[src/rtl/pcm_port_pkg.sv]
package pcm_port_pkg;
  localparam int unsigned PIN_N   = 7;
  localparam int unsigned PIN_MTX = 0;
  localparam int unsigned PIN_MRX = 1;
  localparam int unsigned PIN_BTX = 2;
  localparam int unsigned PIN_BRX = 3;
  localparam int unsigned PIN_FTX = 4;
  localparam int unsigned PIN_FRX = 5;
  localparam int unsigned PIN_DR  = 6;

  typedef enum logic [1:0] {
    MODE_ASYNC  = 2'd0,
    MODE_SHARED = 2'd1,
    MODE_PDN    = 2'd2
  } clk_mode_e;
endpackage

[src/rtl/pcm_edge_det.sv]
module pcm_edge_det #(
  parameter int unsigned W = 1
) (
  input  logic         clk_i,
  input  logic         rst_ni,
  input  logic [W-1:0] pin_i,
  output logic [W-1:0] lvl_o,
  output logic [W-1:0] rise_o,
  output logic [W-1:0] fall_o
);
  logic [W-1:0] s1_q, s2_q;

  always_ff @(posedge clk_i or negedge rst_ni) begin
    if (!rst_ni) begin
      s1_q <= '0;
      s2_q <= '0;
    end else begin
      s1_q <= pin_i;
      s2_q <= s1_q;
    end
  end

  assign lvl_o  = s1_q;
  assign rise_o = s1_q & ~s2_q;
  assign fall_o = ~s1_q & s2_q;
endmodule

[src/rtl/pcm_mode_det.sv]
module pcm_mode_det
  import pcm_port_pkg::*;
#(
  parameter int unsigned STATIC_CYC = 32
) (
  input  logic      clk_i,
  input  logic      rst_ni,
  input  logic      mtx_rise_i,
  input  logic      mrx_edge_i,
  input  logic      mrx_lvl_i,
  output clk_mode_e mode_o
);
  localparam int unsigned CW = $clog2(STATIC_CYC + 1);

  logic [CW-1:0] quiet_q;
  logic          held;

  always_ff @(posedge clk_i or negedge rst_ni) begin
    if (!rst_ni)                                      quiet_q <= '0;
    else if (mrx_edge_i)                              quiet_q <= '0;
    else if (mtx_rise_i && quiet_q != CW'(STATIC_CYC)) quiet_q <= quiet_q + 1'b1;
  end

  assign held   = (quiet_q == CW'(STATIC_CYC));
  assign mode_o = !held ? MODE_ASYNC : (mrx_lvl_i ? MODE_PDN : MODE_SHARED);

  p_edge_exit_r8: assert property (@(posedge clk_i) disable iff (!rst_ni)
    mrx_edge_i |=> mode_o == MODE_ASYNC);
  p_cnt_bound_r6: assert property (@(posedge clk_i) disable iff (!rst_ni)
    quiet_q <= CW'(STATIC_CYC));
endmodule

[src/rtl/pcm_tx_slot.sv]
module pcm_tx_slot #(
  parameter int unsigned BYTE_W = 8
) (
  input  logic              clk_i,
  input  logic              rst_ni,
  input  logic              en_i,
  input  logic              bclk_rise_i,
  input  logic              fs_lvl_i,
  input  logic [BYTE_W-1:0] byte_i,
  output logic              dx_o,
  output logic              oe_o
);
  localparam int unsigned BW = $clog2(BYTE_W);

  logic              fs_prev_q, active_q;
  logic [BW-1:0]     idx_q;
  logic [BYTE_W-1:0] sh_q;

  always_ff @(posedge clk_i or negedge rst_ni) begin
    if (!rst_ni) begin
      fs_prev_q <= 1'b0;
      active_q  <= 1'b0;
      idx_q     <= '0;
      sh_q      <= '0;
    end else begin
      if (bclk_rise_i) fs_prev_q <= fs_lvl_i;
      if (!en_i) begin
        active_q <= 1'b0;
      end else if (bclk_rise_i) begin
        if (fs_lvl_i && !fs_prev_q) begin
          active_q <= 1'b1;
          sh_q     <= byte_i;
          idx_q    <= '0;
        end else if (active_q) begin
          sh_q <= sh_q << 1;
          if (idx_q == BW'(BYTE_W - 1)) active_q <= 1'b0;
          else                          idx_q    <= idx_q + 1'b1;
        end
      end
    end
  end

  assign dx_o = sh_q[BYTE_W-1];
  assign oe_o = active_q;

  p_quiet_off_r7: assert property (@(posedge clk_i) disable iff (!rst_ni)
    !en_i |=> !oe_o);
  p_hold_r10: assert property (@(posedge clk_i) disable iff (!rst_ni)
    (oe_o && en_i && !bclk_rise_i) |=> $stable(dx_o));
  p_len_r2: assert property (@(posedge clk_i) disable iff (!rst_ni)
    $fell(oe_o) |-> ($past(!en_i) || $past(idx_q == BW'(BYTE_W - 1))));
endmodule

[src/rtl/pcm_rx_slot.sv]
module pcm_rx_slot #(
  parameter int unsigned BYTE_W = 8
) (
  input  logic              clk_i,
  input  logic              rst_ni,
  input  logic              en_i,
  input  logic              bclk_rise_i,
  input  logic              bclk_fall_i,
  input  logic              fs_lvl_i,
  input  logic              dr_lvl_i,
  output logic [BYTE_W-1:0] byte_o,
  output logic              valid_o
);
  localparam int unsigned BW = $clog2(BYTE_W);

  logic              fs_prev_q, armed_q, valid_q;
  logic [BW-1:0]     idx_q;
  logic [BYTE_W-1:0] sh_q, byte_q;

  always_ff @(posedge clk_i or negedge rst_ni) begin
    if (!rst_ni) begin
      fs_prev_q <= 1'b0;
      armed_q   <= 1'b0;
      valid_q   <= 1'b0;
      idx_q     <= '0;
      sh_q      <= '0;
      byte_q    <= '0;
    end else begin
      valid_q <= 1'b0;
      if (bclk_rise_i) fs_prev_q <= fs_lvl_i;
      if (!en_i) begin
        armed_q <= 1'b0;
      end else if (bclk_rise_i && fs_lvl_i && !fs_prev_q) begin
        armed_q <= 1'b1;
        idx_q   <= '0;
      end else if (bclk_fall_i && armed_q) begin
        sh_q <= {sh_q[BYTE_W-2:0], dr_lvl_i};
        if (idx_q == BW'(BYTE_W - 1)) begin
          armed_q <= 1'b0;
          byte_q  <= {sh_q[BYTE_W-2:0], dr_lvl_i};
          valid_q <= 1'b1;
        end else begin
          idx_q <= idx_q + 1'b1;
        end
      end
    end
  end

  assign byte_o  = byte_q;
  assign valid_o = valid_q;

  p_strobe_len_r4: assert property (@(posedge clk_i) disable iff (!rst_ni)
    valid_o |=> !valid_o);
  p_byte_hold_r4: assert property (@(posedge clk_i) disable iff (!rst_ni)
    !valid_o |-> $stable(byte_o));
  p_no_strobe_pd_r7: assert property (@(posedge clk_i) disable iff (!rst_ni)
    !en_i |=> !valid_o);
endmodule

[src/rtl/pcm_serial_port.sv]
module pcm_serial_port
  import pcm_port_pkg::*;
#(
  parameter int unsigned BYTE_W     = 8,
  parameter int unsigned STATIC_CYC = 32
) (
  input  logic              clk_i,
  input  logic              rst_ni,
  input  logic              mclk_tx_i,
  input  logic              mclk_rx_i,
  input  logic              bclk_tx_i,
  input  logic              bclk_rx_i,
  input  logic              fs_tx_i,
  input  logic              fs_rx_i,
  input  logic              dr_i,
  input  logic [BYTE_W-1:0] tx_byte_i,
  output logic              dx_o,
  output logic              dx_oe_o,
  output logic              tslot_n_o,
  output logic [BYTE_W-1:0] rx_byte_o,
  output logic              rx_valid_o,
  output logic              sync_mode_o,
  output logic              pdn_o,
  output logic              rate_sel_o
);
  logic [PIN_N-1:0] pin_raw, lvl, rise, fall;
  clk_mode_e        mode;
  logic             en, shared, rx_rise, rx_fall, tx_oe;

  assign pin_raw[PIN_MTX] = mclk_tx_i;
  assign pin_raw[PIN_MRX] = mclk_rx_i;
  assign pin_raw[PIN_BTX] = bclk_tx_i;
  assign pin_raw[PIN_BRX] = bclk_rx_i;
  assign pin_raw[PIN_FTX] = fs_tx_i;
  assign pin_raw[PIN_FRX] = fs_rx_i;
  assign pin_raw[PIN_DR]  = dr_i;

  pcm_edge_det #(.W(PIN_N)) i_pins (
    .clk_i, .rst_ni, .pin_i(pin_raw), .lvl_o(lvl), .rise_o(rise), .fall_o(fall)
  );

  pcm_mode_det #(.STATIC_CYC(STATIC_CYC)) i_mode (
    .clk_i, .rst_ni,
    .mtx_rise_i(rise[PIN_MTX]),
    .mrx_edge_i(rise[PIN_MRX] | fall[PIN_MRX]),
    .mrx_lvl_i (lvl[PIN_MRX]),
    .mode_o    (mode)
  );

  assign en      = (mode != MODE_PDN);
  assign shared  = (mode == MODE_SHARED);
  assign rx_rise = shared ? rise[PIN_BTX] : rise[PIN_BRX];
  assign rx_fall = shared ? fall[PIN_BTX] : fall[PIN_BRX];

  pcm_tx_slot #(.BYTE_W(BYTE_W)) i_tx (
    .clk_i, .rst_ni, .en_i(en),
    .bclk_rise_i(rise[PIN_BTX]),
    .fs_lvl_i   (lvl[PIN_FTX]),
    .byte_i     (tx_byte_i),
    .dx_o       (dx_o),
    .oe_o       (tx_oe)
  );

  pcm_rx_slot #(.BYTE_W(BYTE_W)) i_rx (
    .clk_i, .rst_ni, .en_i(en),
    .bclk_rise_i(rx_rise),
    .bclk_fall_i(rx_fall),
    .fs_lvl_i   (lvl[PIN_FRX]),
    .dr_lvl_i   (lvl[PIN_DR]),
    .byte_o     (rx_byte_o),
    .valid_o    (rx_valid_o)
  );

  assign dx_oe_o     = tx_oe;
  assign tslot_n_o   = ~tx_oe;
  assign sync_mode_o = shared;
  assign pdn_o       = (mode == MODE_PDN);
  assign rate_sel_o  = shared & lvl[PIN_BRX];

  p_pd_release_r7: assert property (@(posedge clk_i) disable iff (!rst_ni)
    pdn_o |=> tslot_n_o);
  p_rate_async_r6: assert property (@(posedge clk_i) disable iff (!rst_ni)
    !sync_mode_o |-> !rate_sel_o);
endmodule

[config.mk]
export PLATFORM = sky130hd
export DESIGN_NAME = pcm_serial_port
export DESIGN_NICKNAME = d
export VERILOG_FILES = /design/src/rtl/pcm_port_pkg.sv /design/src/rtl/pcm_edge_det.sv /design/src/rtl/pcm_mode_det.sv /design/src/rtl/pcm_tx_slot.sv /design/src/rtl/pcm_rx_slot.sv /design/src/rtl/pcm_serial_port.sv
export SDC_FILE = /design/constraint.sdc
export NUM_CORES = 1
export LEC_CHECK = 0
export BUFFER_PORTS_ARGS = -buffer_cell sky130_fd_sc_hd__buf_2
export CAP_MARGIN = 5
export CORE_ASPECT_RATIO = 1.75
export CORE_UTILIZATION = 25
export DETAILED_ROUTE_END_ITERATION = 6
export GPL_ROUTABILITY_DRIVEN = 0
export PLACE_DENSITY = 0.49
export SLEW_MARGIN = 20
export SYNTH_ARGS = -nofsm -noshare
export SYNTH_HDL_FRONTEND = slang
export SYNTH_HIERARCHICAL = 1
export SYNTH_SLANG_ARGS = --single-unit
[constraint.sdc]
create_clock -name clk_i -period 2.7 [get_ports clk_i]
set_input_delay 0.135 -clock clk_i [delete_from_list [all_inputs] [get_ports clk_i]]
set_output_delay 0.135 -clock clk_i [all_outputs]
set_load 0.02 [all_outputs]
# After elaboration in Yosys (flattened, before gate mapping)
# Cells that the tools add are included.
word_totals:
  reg_bits: 51
  output_inout_bits: 15
  elab_cells: 79
  input_bits: 17
classes:
  addsub: 3
  eq_ne: 12
  bitwise: 8
  mux: 27
  reduce_logical: 16
ops:
  columns: ["operator", "n"]
  rows:
  - ["2-to-1 mux 3 bit", 6]
  - ["2-to-1 mux 8 bit", 2]
  - ["2-to-1 mux 1 bit", 15]
  - ["2-to-1 mux 6 bit", 2]
  - ["AND reduction 3 bit", 3]
  - ["bitwise AND 4 bit", 2]
  - ["NOT 4 bit", 2]
  - ["AND reduction 4 bit", 2]
  - ["adder 3 x 1 -> 3 bit (second input constant)", 2]
  - ["adder 6 x 1 -> 6 bit (second input constant)", 1]
  - ["equality test 3 bit (second input constant)", 2]
  - ["equality test 6 bit (second input constant)", 1]
  - ["!= test 3 bit (second input constant)", 2]
  - ["!= test 6 bit (second input constant)", 1]
  - ["nonzero test 2 bit", 3]
  - ["logical AND 1 bit", 5]
  - ["2-to-1 mux 2 bit", 2]
  - ["!= test 2 x 1 -> 1 bit (second input constant)", 2]
  - ["!= test 2 bit (second input constant)", 2]
  - ["equality test 2 x 1 -> 1 bit (second input constant)", 1]
  - ["equality test 2 bit (second input constant)", 1]
  - ["zero test 1 bit", 2]
  - ["NOT 1 bit", 2]
  - ["AND reduction 2 bit", 1]
  - ["2 further kinds", 2]

# Longest topological paths before layout
logic_depth:
  word_depth: 8
  ltp_mapped: 10
  ltp_nobuf: 10

# By module
# Netlist, hierarchy kept.
modules_own_cells:
  columns: ["mod", "area_per_inst_um2", "seq_area_each_um2", "cells_each", "instances"]
  rows:
  - ["pcm_rx_slot", 895.9, 525.5, 54, 1]
  - ["pcm_tx_slot", 686.9, 325.3, 49, 1]
  - ["pcm_edge_det", 473.0, 350.3, 28, 1]
  - ["pcm_mode_det", 396.6, 150.1, 43, 1]
  - ["pcm_serial_port", 73.8, 0.0, 8, 1]

# Least setup slack after synthesis
# No wires, ideal clock.
synth_timing:
  kind: "register -> register"
  start: "register i_mode.quiet_q[0]"
  end: "register i_rx.sh_q[0]"
  setup_time_ns: 0.125
  t_required_ns: 2.575
  path_stages_with_launch: 10
  path_slack_ns: 0.419
  path_buffers: 0
  synth_period_minus_slack_ns: 2.281
  arrival_ns: 2.156
  cell_sequence: "dfrtp_1 -> inv_1 -> ha_1 -> nand3_1 -> nor2_1 -> nor2b_4 -> mux2_4 -> and3b_4 -> nor2_8 -> mux2_4"
synth_between:
  elab_chain_len: 8
  elab_cells_between_ends: 11
  cone_classes: "3 x eq/ne; 3 x mux; 1 x bitwise; 4 x reduce/logical"
synth_lines:
  columns: ["item", "line_no", "rtl"]
  rows:
  - ["from (decl)", "pcm_mode_det.sv:15", "logic [CW-1:0] quiet_q;"]
  - ["from (signal assigned)", "pcm_mode_det.sv:21", "else if (mtx_rise_i && quiet_q != CW'(STATIC_CYC)) quiet_q <= quiet_q + 1'b1;"]
  - ["equality test 6 bit", "pcm_mode_det.sv:24", "assign held = (quiet_q == CW'(STATIC_CYC));"]
  - ["2-to-1 mux 2 bit", "pcm_mode_det.sv:25", "assign mode_o = !held ? MODE_ASYNC : (mrx_lvl_i ? MODE_PDN : MODE_SHARED);"]
  - ["net mode[0]", "pcm_serial_port.sv:27", "clk_mode_e mode;"]
  - ["equality test 2 x 1 -> 1 bit", "pcm_serial_port.sv:51", "assign shared = (mode == MODE_SHARED);"]
  - ["net sync_mode_o", "pcm_serial_port.sv:22", "output logic sync_mode_o,"]
  - ["2-to-1 mux 1 bit", "pcm_serial_port.sv:52", "assign rx_rise = shared ? rise[PIN_BTX] : rise[PIN_BRX];"]
  - ["net rx_rise", "pcm_serial_port.sv:28", "logic en, shared, rx_rise, rx_fall, tx_oe;"]
  - ["logical AND 1 bit (2 in series)", "pcm_rx_slot.sv:33", "end else if (bclk_rise_i && fs_lvl_i && !fs_prev_q) begin"]
  - ["NOT 1 bit (no source line)", null, null]
  - ["AND reduction 3 bit (no source line)", null, null]
  - ["to (signal assigned)", "pcm_rx_slot.sv:37", "sh_q <= {sh_q[BYTE_W-2:0], dr_lvl_i};"]
  - ["to (decl)", "pcm_rx_slot.sv:18", "logic [BYTE_W-1:0] sh_q, byte_q;"]
# The timed path passes the listed nets, and every way through them passes these cells.
# A chain may end at the register's enable or synchronous reset.

# Worst setup path in the final report
layout_timing:
  start: "register i_mode.quiet_q[0]"
  end: "register i_rx.sh_q[4]"
layout_between:
  elab_chain_len: 8
  elab_cells_between_ends: 11
  cone_classes: "3 x eq/ne; 3 x mux; 1 x bitwise; 4 x reduce/logical"
layout_lines:
  columns: ["item", "line_no"]
  rows:
  - ["equality test 6 bit", "pcm_mode_det.sv:24"]
  - ["2-to-1 mux 2 bit", "pcm_mode_det.sv:25"]
  - ["net mode[0]", "pcm_serial_port.sv:27"]
  - ["equality test 2 x 1 -> 1 bit", "pcm_serial_port.sv:51"]
  - ["2-to-1 mux 1 bit", "pcm_serial_port.sv:52"]
  - ["net rx_rise", "pcm_serial_port.sv:28"]
  - ["logical AND 1 bit (2 in series)", "pcm_rx_slot.sv:33"]
  - ["NOT 1 bit (no source line)", null]
  - ["AND reduction 3 bit (no source line)", null]
# The timed path passes the listed nets, and every way through them passes these cells.

==> results.json <==
{
  "syn_nets": 195,
  "drt_iter0_drc": 77,
  "period_needed_ns": 2.35,
  "irDropWorstVdd_uv": 331,
  "hold_viol": 0,
  "seq_area_um2": 1280,
  "grt.total_usage": 0.0961,
  "path_class": "flop to flop",
  "vias": 1432,
  "start_util": 0.261,
  "p_seq_frac": 0.472,
  "comb_power_share": 0.241,
  "diodes": 0,
  "hpwl_mm": 3.15,
  "antenna_found_initial": 0,
  "die_h_um": 131,
  "outcome": "completed",
  "final_core_util": 0.319,
  "first_pass_iters": 4,
  "power_density_nw_per_um2": 786,
  "critical-path-top-delay-family": "simple AND/OR/NAND/NOR gates",
  "avgViaCountPerCell": 4.24,
  "dieArea_um2": 9970,
  "crit_required_ns": 2.89,
  "io_pins": 32,
  "wl_per_cell_um": 12.8,
  "cp-start-kind": "flop",
  "power.switching_w": 0.000654,
  "finalSetupTns_ns": 0,
  "io_buffers": 31,
  "fmax_mhz": 425,
  "nFillCells": 903,
  "cts_setup_buffers": 0,
  "internal_power_w": 0.00164,
  "cts_root_buf": "clkbuf_16",
  "max_stage_delay_ns": 0.41,
  "coreArea_um2": 9150,
  "area_delta_synth_final_pct": 22.1,
  "leakage_nw": 1.40,
  "cts_buffers": 5,
  "tightestPinTransition_ns": 0.657,
  "place_inst": 322,
  "crit_slowest_cell": "dfrtp_1",
  "critical_path.endpoint_type": "flop",
  "fin_crit_sh": 0.871,
  "die_x_um": 75.9,
  "arrival_ns": 2.54,
  "clkPwrFrac": 0.287,
  "clock_skew_ns": 0.00832,
  "grt_pass1_wl_mm": 7.47,
  "hp-class": "primary input to flop",
  "stdcell_count": 338,
  "ys.warnings.count": 6,
  "multi_input_area_um2": 1060,
  "clock_sinks": 51,
  "antenna_left": 0,
  "critPathMostFrequentCell": "mux2_4",
  "htree_levels": 2,
  "final_common_cell": "dfrtp_1",
  "crit_chain": "inv_1 -> ha_1 -> nand3_1 -> nor2_1 -> nor2b_4 -> mux2_4 -> and3b_4 -> nor2_8 -> mux2_4",
  "drc": 0,
  "avgSynthCellArea_um2": 13.9,
  "max_slew_margin": 0.562,
  "rsz0062_at_grt": "no",
  "cts_tree": "built",
  "synth_area_um2": 2390,
  "layout.nets": 240,
  "drive_above_1_share": 0.454,
  "worstSkewPairLatency_ns": 0.30,
  "path_clk_slew_ns": 0.08,
  "clk_path_buf_depth": 2,
  "overflow": 0,
  "syn_inst": 172,
  "routed_wirelength_mm": 4.33,
  "sw_frac_of_total": 0.285,
  "fp-row-count": 46,
  "drv_slew": 0,
  "final_cell_mix": "dfrtp_1 (51), buf_2 (31), mux2_2 (19)",
  "cp_max_fo": 7,
  "setup_viol": 0,
  "drv_cap": 0,
  "cp_num_buf_inv": 1,
  "grt_max_degree": 52,
  "first_global_vias": 1570
}
[per-layer routing]
layer	part of all wire	global-route usage	vias to the layer above
met5	0	0	-
met4	0.021	0.0481	0
met3	0.033	0.0222	6
met2	0.54	0.178	22
met1	0.40	0.0995	710
li1	-	-	694
[sequential cells by signal, indices dropped and copies added, names as in the netlist, 3 cells and up]
| name | count |
|---|---|
| i_tx/sh_q | 8 |
| i_tx/idx_q | 3 |
| i_rx/byte_o | 8 |
| i_rx/sh_q | 7 |
| i_pins/s2_q | 4 |
| i_mode/quiet_q | 6 |
| i_rx/idx_q | 3 |
| i_pins/lvl_o | 7 |
[power groups by stage]
stage               clock [W]  combinational (W)  sequential [W]
floorplan                   0           0.000385         0.00111
global placement            0           0.000539         0.00110
detailed placement          0           0.000554         0.00110
CTS                  0.000684           0.000567         0.00109
global route         0.000718           0.000610         0.00111
finish               0.000658           0.000553         0.00108
[area by class of cell]
class | instances | share of cell area
Sequential cell | 51 | 0.437
Multi-Input combinational cell | 110 | 0.363
Timing Repair Buffer | 41 | 0.0857
Clock buffer | 5 | 0.0429
Clock inverter | 3 | 0.00900
Inverter | 8 | 0.0111
Tap cell | 120 | 0.0514
[per-stage QoR]
stage / area [um2] / hold WS [ns] / power, W / setup WS (ns)
finish: 2920 / 0.0715 / 0.00230 / 0.349
global route: 2920 / 0.0707 / 0.00244 / 0.148
CTS: 2920 / 0.0590 / 0.00234 / 0.337
detailed placement: 2690 / 0.245 / 0.00166 / 0.355
global placement: 2690 / 0.244 / 0.00164 / 0.364
floorplan: 2390 / -0.161 / 0.00150 / 0.419
[timing repair]
item	in CTS	in global routing
endpoints found under the hold margin	47	0
hold buffers	8	0
resized for setup	0	0
[final timing paths]
kind                                    from                 to  slack (ns)  cells past startpoint
max in group asynchronous             rst_ni  i_mode/quiet_q[5]        1.76                      3
min in group asynchronous             rst_ni    i_pins/lvl_o[0]        0.49                      3
max                        i_mode/quiet_q[0]       i_rx/sh_q[4]        0.35                      9
min reg2reg                  i_pins/lvl_o[2]     i_pins/s2_q[2]        0.39                      0
max reg2reg                i_mode/quiet_q[0]       i_rx/sh_q[4]        0.35                      9
min                             tx_byte_i[0]       i_tx/sh_q[0]        0.07                      2
Note: power is estimated with default switching activity, not from simulation.
